File: config.mk
export PLATFORM = sky130hd
export DESIGN_NAME = adc_serial_reader
export DESIGN_NICKNAME = d
export VERILOG_FILES = /design/src/rtl/adcrd_pkg.sv /design/src/rtl/adcrd_halftimer.sv /design/src/rtl/adcrd_capture.sv /design/src/rtl/adc_serial_reader.sv
export SDC_FILE = /design/constraint.sdc
export NUM_CORES = 1
export LEC_CHECK = 0
export ABC_AREA = 1
export BUFFER_PORTS_ARGS = -buffer_cell sky130_fd_sc_hd__buf_2
export CAP_MARGIN = 20
export CORE_ASPECT_RATIO = 1.4
export CORE_UTILIZATION = 25
export CTS_BUF_LIST = sky130_fd_sc_hd__clkbuf_2 sky130_fd_sc_hd__clkbuf_4 sky130_fd_sc_hd__clkbuf_8
export DETAILED_ROUTE_END_ITERATION = 6
export PLACE_DENSITY = 0.4
export SLEW_MARGIN = 40
export SYNTH_ARGS = -nofsm -noshare
export SYNTH_HDL_FRONTEND = slang
export SYNTH_HIERARCHICAL = 1
export SYNTH_SLANG_ARGS = --single-unit
File: constraint.sdc
create_clock -name clk -period 2.4 [get_ports clk]
set_input_delay 0.24 -clock clk [delete_from_list [all_inputs] [get_ports clk]]
set_output_delay 0.24 -clock clk [all_outputs]
set_load 0.02 [all_outputs]
File: src/rtl/adcrd_pkg.sv
package adcrd_pkg;
  typedef enum logic [1:0] {
    ST_IDLE = 2'd0,
    ST_HIGH = 2'd1,
    ST_LOW  = 2'd2,
    ST_GAP  = 2'd3
  } rd_state_t;
endpackage

File: src/rtl/adcrd_halftimer.sv
module adcrd_halftimer #(
  parameter int DIV_W = 8
) (
  input  logic             clk,
  input  logic             rst,
  input  logic             run,
  input  logic [DIV_W-1:0] lim,
  output logic             tick
);
  logic [DIV_W-1:0] cnt;
  logic [DIV_W-1:0] lim_m1;

  assign lim_m1 = (lim == '0) ? '0 : lim - DIV_W'(1);
  assign tick   = run && (cnt == lim_m1);

  always_ff @(posedge clk) begin
    if (rst || !run || tick) cnt <= '0;
    else                     cnt <= cnt + DIV_W'(1);
  end

  // the counter never runs past the phase limit
  a_r2_cnt_bounded: assert property (@(posedge clk) disable iff (rst)
    run |-> cnt <= lim_m1);
endmodule

File: src/rtl/adcrd_capture.sv
module adcrd_capture #(
  parameter int DATA_W = 12,
  parameter int CNT_W  = 5
) (
  input  logic              clk,
  input  logic              rst,
  input  logic              clr,
  input  logic              stb,
  input  logic [CNT_W-1:0]  idx,
  input  logic              bit_in,
  output logic [DATA_W-1:0] word,
  output logic              mismatch
);
  localparam int NULL_POS  = 2;
  localparam int FIRST_MSB = NULL_POS + 1;
  localparam int LAST_MSB  = NULL_POS + DATA_W;
  localparam int LAST_ECHO = LAST_MSB + DATA_W - 1;

  logic             in_word;
  logic             in_echo;
  logic [CNT_W-1:0] echo_pos;

  assign in_word  = (idx >= CNT_W'(FIRST_MSB)) && (idx <= CNT_W'(LAST_MSB));
  assign in_echo  = (idx > CNT_W'(LAST_MSB)) && (idx <= CNT_W'(LAST_ECHO));
  assign echo_pos = idx - CNT_W'(LAST_MSB);

  always_ff @(posedge clk) begin
    if (rst || clr) begin
      word     <= '0;
      mismatch <= 1'b0;
    end else if (stb) begin
      if (in_word)
        word <= {word[DATA_W-2:0], bit_in};
      else if (in_echo && (bit_in != word[echo_pos[$clog2(DATA_W)-1:0]]))
        mismatch <= 1'b1;
    end
  end

  // a new frame starts with a clean mismatch flag
  a_r7_clear_flag: assert property (@(posedge clk) disable iff (rst)
    clr |=> !mismatch);
  // the word is frozen once the MSB-first bits are complete
  a_r3_word_frozen: assert property (@(posedge clk) disable iff (rst)
    (stb && !clr && in_echo) |=> $stable(word));
endmodule

File: src/rtl/adc_serial_reader.sv
module adc_serial_reader #(
  parameter int DATA_W = 12,
  parameter int OUT_W  = 16,
  parameter int DIV_W  = 8,
  parameter int GAP_W  = 8
) (
  input  logic              clk,
  input  logic              rst,
  input  logic              start,
  input  logic              dbl_mode,
  input  logic [DIV_W-1:0]  half_div,
  input  logic [GAP_W-1:0]  cs_gap,
  input  logic              sdata,
  output logic              cs_n,
  output logic              sclk,
  output logic              busy,
  output logic              done,
  output logic [OUT_W-1:0]  result,
  output logic              echo_err
);
  import adcrd_pkg::*;

  localparam int LAST_MSB  = 2 + DATA_W;
  localparam int LAST_ECHO = LAST_MSB + DATA_W - 1;
  localparam int CNT_W     = $clog2(LAST_ECHO + 1);

  rd_state_t         state;
  logic [CNT_W-1:0]  rise_cnt;
  logic              dbl_q;
  logic [DIV_W-1:0]  hd_q;
  logic [GAP_W-1:0]  gap_q;
  logic [GAP_W-1:0]  gcnt;
  logic              tick;
  logic              accept;
  logic              cap_stb;
  logic [CNT_W-1:0]  end_rise;
  logic [DATA_W-1:0] word;
  logic              mismatch;

  assign accept   = (state == ST_IDLE) && start;
  assign cap_stb  = (state == ST_LOW) && tick;
  assign end_rise = dbl_q ? CNT_W'(LAST_ECHO) : CNT_W'(LAST_MSB);

  adcrd_halftimer #(.DIV_W(DIV_W)) u_timer (
    .clk  (clk),
    .rst  (rst),
    .run  ((state == ST_HIGH) || (state == ST_LOW)),
    .lim  (hd_q),
    .tick (tick)
  );

  adcrd_capture #(.DATA_W(DATA_W), .CNT_W(CNT_W)) u_cap (
    .clk      (clk),
    .rst      (rst),
    .clr      (accept),
    .stb      (cap_stb),
    .idx      (rise_cnt + CNT_W'(1)),
    .bit_in   (sdata),
    .word     (word),
    .mismatch (mismatch)
  );

  always_ff @(posedge clk) begin
    if (rst) begin
      state    <= ST_IDLE;
      cs_n     <= 1'b1;
      sclk     <= 1'b1;
      busy     <= 1'b0;
      done     <= 1'b0;
      result   <= '0;
      echo_err <= 1'b0;
      rise_cnt <= '0;
      dbl_q    <= 1'b0;
      hd_q     <= '0;
      gap_q    <= '0;
      gcnt     <= '0;
    end else begin
      done <= 1'b0;
      case (state)
        ST_IDLE: if (start) begin
          cs_n     <= 1'b0;
          sclk     <= 1'b1;
          busy     <= 1'b1;
          dbl_q    <= dbl_mode;
          hd_q     <= half_div;
          gap_q    <= cs_gap;
          rise_cnt <= '0;
          state    <= ST_HIGH;
        end
        ST_HIGH: if (tick) begin
          if (rise_cnt == end_rise) begin
            cs_n     <= 1'b1;
            done     <= 1'b1;
            result   <= {{(OUT_W-DATA_W){word[DATA_W-1]}}, word};
            echo_err <= dbl_q & mismatch;
            gcnt     <= gap_q;
            state    <= ST_GAP;
          end else begin
            sclk  <= 1'b0;
            state <= ST_LOW;
          end
        end
        ST_LOW: if (tick) begin
          sclk     <= 1'b1;
          rise_cnt <= rise_cnt + CNT_W'(1);
          state    <= ST_HIGH;
        end
        default: begin
          if (gcnt == '0) begin
            busy  <= 1'b0;
            state <= ST_IDLE;
          end else begin
            gcnt <= gcnt - GAP_W'(1);
          end
        end
      endcase
    end
  end

  // serial clock idles high while chip select is high
  a_r2_sclk_idle: assert property (@(posedge clk) disable iff (rst)
    cs_n |-> sclk);
  // done is a single-cycle pulse
  a_r6_done_pulse: assert property (@(posedge clk) disable iff (rst)
    done |=> !done);
  // done coincides with chip select returning high
  a_r6_done_cs: assert property (@(posedge clk) disable iff (rst)
    done |-> (cs_n && $past(!cs_n)));
  // no echo error after a single-read frame
  a_r7_single_clean: assert property (@(posedge clk) disable iff (rst)
    (done && !dbl_q) |-> !echo_err);
  // a request during the gap does not lower chip select
  a_r9_ignore_busy: assert property (@(posedge clk) disable iff (rst)
    (busy && cs_n && start) |=> cs_n);
  // mode is held for the whole frame
  a_r10_mode_held: assert property (@(posedge clk) disable iff (rst)
    (!cs_n && $past(!cs_n)) |-> $stable(dbl_q));
  // rise count never exceeds the frame length
  a_r5_rise_bound: assert property (@(posedge clk) disable iff (rst)
    rise_cnt <= CNT_W'(LAST_ECHO));
endmodule

==> impl_metrics.py, run 1 <==
metrics = {
    "floorplan": {
        "rows": 53,
        "die_h_um": 151,
        "core-area_um2": 15200,
        "die_area_um2": 16300,
        "die_x_um": 108,
        "design.portCount": 42,
        "start_util": 0.260,
    },
    "critical_path": {
        "crit_chain": "inv_2 > ha_4 > nand2_2 > nor2_4 > buf_4 > nand3_1 > nand3_1 > nand2_1 > nand2_1 > nand2_1 > nor2_1 > buf_4 > nand2_2 > inv_2 > nand3_4 > clkbuf_16 > a211oi_2",
        "endpoint_kind": "register",
        "critPathMostFrequentCell": "nand2_1",
        "path_delay_family": "simple AND/OR/NAND/NOR gates",
        "cp_max_fo": 7,
        "critPathLaunchType": "register",
        "path_class": "register to register",
        "cp_slowest_cell": "dfxtp_2",
        "critPathArrivalTime_ns": 2.62,
        "cp_num_buf_inv": 5,
        "crit_required_ns": 2.68,
        "cpPeakStageDelay_ns": 0.33,
    },
    "clock_tree": {
        "clk_path_buf_depth": 2,
        "worstSkewPairLatency_ns": 0.35,
        "numCtsBuffers": 9,
        "cts.root.buffer_cell": "clkbuf_8",
        "cts-htree-levels": 3,
        "cts_sinks": 70,
        "cts.reportedPaths.clkPinSlew_ns": 0.09,
        "tritoncts": "built",
    },
    "logic_synthesis": {
        "yosysTopAreaCell": "dfxtp_1",
        "synth_seq_area_share": 0.355,
        "yosysWarnings": 6,
        "synthFlopType": "dfxtp_1",
        "synth_area_leaders": "dfxtp_1, nor2_1, nand2_1",
        "synth_edf_count": 0,
        "synth-seq-cells": 70,
        "syn_area_per_cell_um2": 6.99,
        "syn_nets": 599,
        "syn_inst": 564,
        "synth_top_cell_area_share": 0.355,
        "netlist_area_um2": 3940,
        "ys_types": 44,
        "async_flop_share": 0,
    },
    "layout": {
        "final_common_cell": "nor2_1",
        "layout.nets": 656,
        "fin_util": 0.321,
        "final_cell_mix": "nor2_1, nand2_1, dfxtp_1",
        "syn_to_final_growth_pct": 23.6,
        "antennaDiodeCount": 0,
        "drive_above_1_share": 0.249,
    },
    "power_and_ir_drop": {
        "sequentialPowerShare": 0.319,
        "p_clk_frac": 0.256,
        "power_density_nw_per_um2": 907,
        "netSwitchingPower_mw": 1.81,
        "intPower_mw": 2.60,
        "leakagePower_nw": 2.13,
        "swShare": 0.410,
        "vdd_ir_drop_max_mv": 0.444,
        "comb_power_share": 0.425,
    },
    "timing": {
        "setup_viol": 0,
        "hold_violations": 0,
        "finalWorstPathRequiredPeriod_ns": 2.34,
        "relSlewSlack": 0.691,
        "max_freq_ghz": 0.427,
        "hold-worst-slack_ns": 0.134,
        "fin_worst_skew_ns": 0.0120,
        "setup_slack_ns": 0.0595,
        "tightest_slew_ns": 0.462,
        "rsz0062_at_grt": "yes",
        "post-route-period-util": 0.975,
        "drv_slew": 0,
    },
    "placement": {
        "place_ws_ns": -0.110,
        "dp_hpwl_um": 7790,
        "io_buffer_count": 41,
        "place.gp.congestion": 0.791,
    },
    "drt": {
        "drt_pre_antenna_iters": 4,
        "wl_per_cell_um": 12.8,
        "drtIter0Drc": 157,
        "drt_wl_total_um": 10500,
        "drc": 0,
        "detail-route-antenna-nets": 0,
        "vias_per_cell": 4.54,
        "vias": 3713,
    },
    "job": {
        "max_cap_viol_count": 0,
    },
    "global_route": {
        "grt_antenna_before_repair": 0,
        "track_usage": 0.136,
        "grt_pass1_vias": 3456,
        "grt_pass1_wl_um": 17000,
        "grt_overflow_total": 0,
        "grt_max_degree": 29,
    },
    "status": {
        "status": "finished clean",
    },
    "hold_path": {
        "hold_path_class": "primary input to register",
    },
}
worst register-to-register path: cells and delay by family, from the launching register on:
kind                     cells  cell delay (ns)
AND/OR/NAND/NOR             10             0.89
buffers and inverters        5             0.67
flip-flops                   1             0.33
AO/OA/AOI/OAI                1             0.21
adder cells (fa/ha/maj)      1             0.16
final cells by class:
class	count	area [µm²]
fill	1646	10300
multi-input combinational	410	2280
sequential	70	1410
timing repair buffer	66	464
inverter	64	250
tap	192	240
clock buffer	9	124
clock inverter	7	105
registers in the layout (all words and copies together), names as in the netlist:
signal and count:
busy 1, cs_n 1, dbl_q 1, done 1
echo_err 1, gap_q 8, gcnt 8, hd_q 8
result 12, rise_cnt 5, sclk 1, state 2
u_cap/mismatch 1, u_cap/word 12, u_timer/cnt 8
synth_stat cells, types with 2 or more instances:
cell / n
clkbuf_1: 7
nand3_2: 3
ha_1: 14
buf_4: 4
clkbuf_8: 2
a211oi_1: 3
nand4_1: 5
a211oi_2: 10
nor2_1: 112
xnor2_1: 3
nand3b_1: 4
inv_2: 5
nor2_2: 6
nand2_1: 99
o21ai_1: 2
nand3_1: 50
buf_6: 3
dfxtp_1: 70
xor2_1: 9
inv_1: 57
a21oi_1: 18
nand2_2: 5
nand2_4: 3
o21ai_0: 40
nor3_1: 11
cell families (layout without fill, tap and decap cells):
family,after synthesis,after routing,share of synthesized area
multiplexers,1,1,0.00254
AND/OR/NAND/NOR,305,305,0.347
buffers and inverters,84,146,0.0974
flip-flops,70,70,0.355
adder cells (fa/ha/maj),14,14,0.0444
AO/OA/AOI/OAI,78,78,0.127
XOR/XNOR,12,12,0.0267
routing by layer:
metal,share of wire,track usage,vias up
li1,-,-,1924
met1,0.45,0.164,1732
met2,0.51,0.239,49
met3,0.027,0.0290,8
met4,0.012,0.0411,0
met5,0,0,-
power by group through the flow:
stage / Combinational (mW) / Sequential, mW / Clock (mW)
2_1_floorplan: 1.23 / 1.42 / 0
3_3_place_gp: 1.74 / 1.43 / 0
3_5_place_dp: 1.74 / 1.43 / 0
4_1_cts: 1.78 / 1.40 / 1.18
5_1_grt: 2.12 / 1.43 / 1.23
6_report: 1.88 / 1.41 / 1.13
worst paths after layout:
path	from	endpoint	slack (ns)	cells past startpoint
max	hd_q[1]$_SDFFE_PP0P_	u_cap/word[3]$_SDFFE_PP0P_	0.06	17
min	cs_gap[2]	gap_q[2]$_SDFFE_PP0P_	0.13	3
max reg2reg	hd_q[1]$_SDFFE_PP0P_	u_cap/word[3]$_SDFFE_PP0P_	0.06	17
min reg2reg	u_cap/mismatch$_SDFFE_PP0P_	u_cap/mismatch$_SDFFE_PP0P_	0.45	2
per-stage QoR:
step	cell area, µm²	TNS, ns	instances	total power, mW
after CTS	4740	-0.00813	816	4.35
final	4870	0	818	4.42
after detailed placement	4440	-2.13	798	3.17
after global routing	4870	-0.674	818	4.78
after global placement	4440	-1.19	798	3.17
after floorplan	3940	0	564	2.65
what timing repair did:
item                                    CTS  global route
hold buffers                              0             0
gates resized for setup                  12            39
endpoints found under the setup margin   32            43
setup buffers                             2             1
cloned                                    0             1
pin swaps                                 4            14
hold endpoints to repair                  0             0
Note: power is estimated with default switching activity, not from simulation.
==> run 2: changes to the inputs <==
--- a/config.mk
+++ b/config.mk
@@ -13,6 +13,7 @@
 export CTS_BUF_LIST = sky130_fd_sc_hd__clkbuf_2 sky130_fd_sc_hd__clkbuf_4 sky130_fd_sc_hd__clkbuf_8
 export DETAILED_ROUTE_END_ITERATION = 6
 export PLACE_DENSITY = 0.4
+export REMOVE_ABC_BUFFERS = 1
 export SLEW_MARGIN = 40
 export SYNTH_ARGS = -nofsm -noshare
 export SYNTH_HDL_FRONTEND = slang
==> constraint.sdc (replaced) <==
create_clock -name clk -period 2.4 [get_ports clk]
set_input_delay 0.72 -clock clk [delete_from_list [all_inputs] [get_ports clk]]
set_output_delay 0.72 -clock clk [all_outputs]
set_load 0.02 [all_outputs]
==> impl_metrics.py, run 2 (synthesis results as in run 1) <==
metrics = {
    "status": {
        "status": "finished clean",
    },
    "drt": {
        "drt_pre_antenna_iters": 4,
        "vias_per_cell": 4.58,
        "drc": 0,
        "vias": 3768,
        "detail-route-antenna-nets": 0,
        "drtIter0Drc": 144,
        "drt_wl_total_um": 10800,
        "wl_per_cell_um": 13.1,
    },
    "hold_path": {
        "min_path_cells": 2,
        "holdPathEnd": "u_cap/mismatch$_SDFFE_PP0P_",
        "min-delay-start": "u_cap/mismatch$_SDFFE_PP0P_",
        "hold_path_class": "register to register",
    },
    "floorplan": {
        "die_h_um": 151,
        "rows": 53,
        "die_x_um": 108,
        "design.portCount": 42,
        "core-area_um2": 15200,
        "die_area_um2": 16300,
        "start_util": 0.260,
    },
    "timing": {
        "drv_slew": 0,
        "hold_violations": 0,
        "relSlewSlack": 0.684,
        "setup_viol": 0,
        "max_freq_ghz": 0.430,
        "fin_worst_skew_ns": 0.0134,
        "hold-worst-slack_ns": 0.452,
        "setup_slack_ns": 0.0728,
        "tightest_slew_ns": 0.472,
        "finalWorstPathRequiredPeriod_ns": 2.33,
        "finalSetupTns_ns": 0,
        "rsz0062_at_grt": "yes",
        "post-route-period-util": 0.970,
    },
    "clock_tree": {
        "cts.root.buffer_cell": "clkbuf_8",
        "worstSkewPairLatency_ns": 0.38,
        "numCtsBuffers": 9,
        "tritoncts": "built",
        "clk_path_buf_depth": 2,
        "cts-htree-levels": 3,
        "cts_sinks": 70,
        "ctsHoldBuffers": 0,
        "cts.reportedPaths.clkPinSlew_ns": 0.09,
    },
    "power_and_ir_drop": {
        "power_density_nw_per_um2": 887,
        "finalPower_mw": 4.34,
        "leakagePower_nw": 2.13,
        "vdd_ir_drop_max_mv": 0.311,
    },
    "critical_path": {
        "rr_worst_depth": 17,
        "ff2ff_setup_slack_ns": 0.07,
        "regToRegStartpoint": "hd_q[0]$_SDFFE_PP0P_",
        "critPathLaunchType": "register",
        "crit_required_ns": 2.65,
        "cp_max_fo": 7,
        "worst_r2r_endpoint": "u_cap/word[7]$_SDFFE_PP0P_",
        "path_class": "register to register",
        "critPathArrivalTime_ns": 2.58,
        "endpoint_kind": "register",
    },
    "layout": {
        "fin_util": 0.322,
        "multi_input_area_um2": 2340,
        "post-route-cell-area_um2": 4890,
        "final_common_cell": "nor2_1",
        "antennaDiodeCount": 0,
        "layout.nets": 660,
        "fillers": 1660,
        "largest_registers": "result x12, u_cap/word x12",
        "drive_above_1_share": 0.252,
        "final_cell_mix": "nor2_1, nand2_1, dfxtp_1",
        "syn_to_final_growth_pct": 24.0,
        "register_area_um2": 1400,
        "final_cells": 822,
    },
    "global_route": {
        "track_usage": 0.140,
        "grt_overflow_total": 0,
        "grt_pass1_vias": 3575,
        "grt_pass1_wl_um": 17400,
        "grt_max_degree": 37,
        "grt_antenna_before_repair": 0,
    },
    "placement": {
        "place.gp.congestion": 0.802,
        "io_buffer_count": 41,
        "placed_cells": 800,
        "place_ws_ns": -0.118,
        "place_area_um2": 4430,
        "dp_hpwl_um": 7740,
    },
    "job": {
        "max_cap_viol_count": 0,
    },
}
[run 2: worst max-delay path by stage]
stage                               startpoint                     endpoint  slack (ns)  depth (start not counted)
after floorplan           hd_q[0]$_SDFFE_PP0P_  u_cap/word[11]$_SDFFE_PP0P_       -0.20                         16
after global placement    hd_q[0]$_SDFFE_PP0P_       result[2]$_SDFFE_PP0P_       -0.11                         16
after detailed placement  hd_q[0]$_SDFFE_PP0P_       result[9]$_SDFFE_PP0P_       -0.12                         16
after CTS                 hd_q[1]$_SDFFE_PP0P_       result[2]$_SDFFE_PP0P_        0.01                         15
after global routing      hd_q[0]$_SDFFE_PP0P_         gcnt[2]$_SDFFE_PP0P_       -0.12                         17
final                     hd_q[0]$_SDFFE_PP0P_   u_cap/word[7]$_SDFFE_PP0P_        0.07                         17
[run 2: report_power, final]
part | leakage (nW) | switching (mW) | internal [mW] | total, mW
Clock | 0.108 | 0.514 | 0.531 | 1.05
Sequential | 0.570 | 0.116 | 1.29 | 1.41
Combinational | 1.45 | 1.18 | 0.706 | 1.88
[run 2: repair_timing]
action	CTS	global route
gates cloned	1	2
gates resized for setup	12	58
pin swaps	6	16
buffers inserted	0	3
endpoints found under the hold margin	0	0
endpoints found under the setup margin	38	43
[run 2: per-layer routing]
metal	track usage	vias up	part of all wire
li1	-	1945	-
met1	0.155	1733	0.42
met2	0.248	75	0.52
met3	0.0385	15	0.036
met4	0.0623	0	0.023
met5	0	-	0
[run 2: area by class of cell]
cell class,instances,share of cell area
tap,192,0.0491
sequential,70,0.287
clock buffer,11,0.0297
inverter,64,0.0517
clock inverter,5,0.0133
multi-input combinational,412,0.480
timing repair inverter,1,0.00128
timing repair buffer,67,0.0883
[run 2: worst max-delay path: stages (launching register included)]
cell and delay, ns:
dfxtp_2 0.33, inv_2 0.07, ha_4 0.17, nand2_2 0.10, nor2_4 0.15, nor2_1 0.08
nand2_1 0.07, nand2_1 0.08, nor3_2 0.18, nand2_1 0.06, nor2_1 0.11, buf_4 0.14
nand2_1 0.06, inv_2 0.10, nand3_4 0.14, buf_6 0.20, nor2_2 0.10, a211oi_2 0.05
==> run 3: changes to the inputs <==
--- a/config.mk
+++ b/config.mk
@@ -13,7 +13,6 @@
 export CTS_BUF_LIST = sky130_fd_sc_hd__clkbuf_2 sky130_fd_sc_hd__clkbuf_4 sky130_fd_sc_hd__clkbuf_8
 export DETAILED_ROUTE_END_ITERATION = 6
 export PLACE_DENSITY = 0.4
-export REMOVE_ABC_BUFFERS = 1
 export SLEW_MARGIN = 40
 export SYNTH_ARGS = -nofsm -noshare
 export SYNTH_HDL_FRONTEND = slang
==> impl_metrics.py, run 3 (synthesis results as in run 1) <==
metrics = {
    "drt": {
        "drt_wl_total_um": 10700,
        "drtIter0Drc": 89,
        "drt_pre_antenna_iters": 4,
        "wl_per_cell_um": 13.1,
        "detail-route-antenna-nets": 0,
        "vias_per_cell": 4.46,
        "drc": 0,
        "vias": 3660,
    },
    "layout": {
        "final_common_cell": "nor2_1",
        "drive_above_1_share": 0.255,
        "layout.nets": 658,
        "final_cell_mix": "nor2_1, nand2_1, dfxtp_1",
        "largest_registers": "result x12, u_cap/word x12",
        "antennaDiodeCount": 0,
        "syn_to_final_growth_pct": 26.5,
        "final_cells": 820,
    },
    "status": {
        "status": "finished clean",
    },
    "floorplan": {
        "start_util": 0.260,
        "core-area_um2": 15200,
        "die_area_um2": 16300,
        "die_x_um": 108,
        "die_h_um": 151,
        "design.portCount": 42,
        "rows": 53,
    },
    "timing": {
        "relSlewSlack": 0.662,
        "post-route-period-util": 0.962,
        "finalSetupTns_ns": 0,
        "setup_viol": 0,
        "tightest_slew_ns": 0.506,
        "max_freq_ghz": 0.433,
        "rsz0062_at_grt": "yes",
        "hold_violations": 0,
        "finalWorstPathRequiredPeriod_ns": 2.31,
        "fin_worst_skew_ns": 0.0136,
        "drv_slew": 0,
        "hold-worst-slack_ns": 0.463,
    },
    "critical_path": {
        "path_class": "register to register",
        "crit_required_ns": 2.63,
        "critPathLaunchType": "register",
        "endpoint_kind": "register",
        "critPathArrivalTime_ns": 2.54,
        "cp_max_fo": 7,
    },
    "power_and_ir_drop": {
        "power_density_nw_per_um2": 889,
        "comb_power_share": 0.427,
        "sequentialPowerShare": 0.318,
        "p_clk_frac": 0.255,
        "netSwitchingPower_mw": 1.82,
        "finalPower_mw": 4.43,
        "leakagePower_nw": 2.17,
        "vdd_ir_drop_max_mv": 0.273,
        "swShare": 0.411,
        "intPower_mw": 2.61,
    },
    "global_route": {
        "track_usage": 0.139,
        "grt_max_degree": 20,
        "grt_pass1_wl_um": 17500,
        "grt_overflow_total": 0,
        "grt_pass1_vias": 3606,
        "grt_antenna_before_repair": 0,
    },
    "clock_tree": {
        "cts.reportedPaths.clkPinSlew_ns": 0.09,
        "numCtsBuffers": 9,
        "cts-htree-levels": 3,
        "clk_path_buf_depth": 2,
        "ctsHoldBuffers": 0,
        "tritoncts": "built",
        "cts_sinks": 70,
        "cts.root.buffer_cell": "clkbuf_8",
        "worstSkewPairLatency_ns": 0.36,
    },
    "placement": {
        "io_buffer_count": 41,
        "placed_cells": 799,
        "place.gp.congestion": 0.793,
        "dp_hpwl_um": 7850,
    },
    "hold_path": {
        "hold_path_class": "register to register",
    },
    "job": {
        "max_cap_viol_count": 0,
    },
}
## run 3: per-stage QoR
| stage | setup slack [ns] | utilization | area, µm² |
|---|---|---|---|
| final | 0.0924 | 0.329 | 4990 |
| after global routing | -0.0741 | 0.329 | 4990 |
| after CTS | 0.0313 | 0.314 | 4770 |
| after detailed placement | -0.121 | 0.293 | 4450 |
| after global placement | -0.0835 | 0.293 | 4450 |
| after floorplan | 0.0294 | - | 3940 |
## run 3: what timing repair did
| action | 4_1_cts | 5_1_grt |
|---|---|---|
| cloned | 1 | 1 |
| pin swaps | 4 | 16 |
| endpoints found under the setup margin | 31 | 42 |
| gates resized for setup | 16 | 61 |
| buffers inserted | 2 | 2 |
| hold endpoints to repair | 0 | 0 |
## run 3: worst max-delay path: stages (launching register included)
cell,delay [ns]
dfxtp_2,0.33
inv_2,0.07
ha_4,0.18
nand2_4,0.08
nand2_2,0.08
nand2_1,0.06
o21ai_2,0.14
nand3_1,0.11
nor3_2,0.16
nand2_1,0.07
nor2_1,0.11
buf_4,0.15
nand2_2,0.06
inv_2,0.10
nand3_4,0.14
buf_12,0.20
nor2_2,0.09
a211oi_2,0.04
## run 3: power by group through the flow
stage                     combinational, mW  clock [mW]  sequential (mW)
after floorplan                        1.23           0             1.42
after global placement                 1.74           0             1.43
after detailed placement               1.74           0             1.43
after CTS                              1.78        1.17             1.41
after global routing                   2.15        1.23             1.43
final                                  1.89        1.13             1.41
## run 3: layout make-up
class / count / area [µm²]
Timing Repair Buffer: 68 / 494
Inverter: 64 / 258
Multi-Input combinational cell: 410 / 2360
Fill cell: 1619 / 10200
Clock buffer: 9 / 124
Sequential cell: 70 / 1410
Tap cell: 192 / 240
Clock inverter: 7 / 105
## run 3: layer usage
metal  part of all wire  GRT usage  wire [µm]
met1               0.46      0.169       4950
met2               0.51      0.241       5450
met3              0.019     0.0255        203
met4              0.012     0.0507        126
met5                  0          0          0
## run 3: worst paths after layout
check                   startpoint                          to  slack, ns  cells past startpoint
min reg2reg  gap_q[3]$_SDFFE_PP0P_       gap_q[3]$_SDFFE_PP0P_       0.46                      2
max           hd_q[1]$_SDFFE_PP0P_  u_cap/word[8]$_SDFFE_PP0P_       0.09                     17
max reg2reg   hd_q[1]$_SDFFE_PP0P_  u_cap/word[8]$_SDFFE_PP0P_       0.09                     17
min          gap_q[3]$_SDFFE_PP0P_       gap_q[3]$_SDFFE_PP0P_       0.46                      2
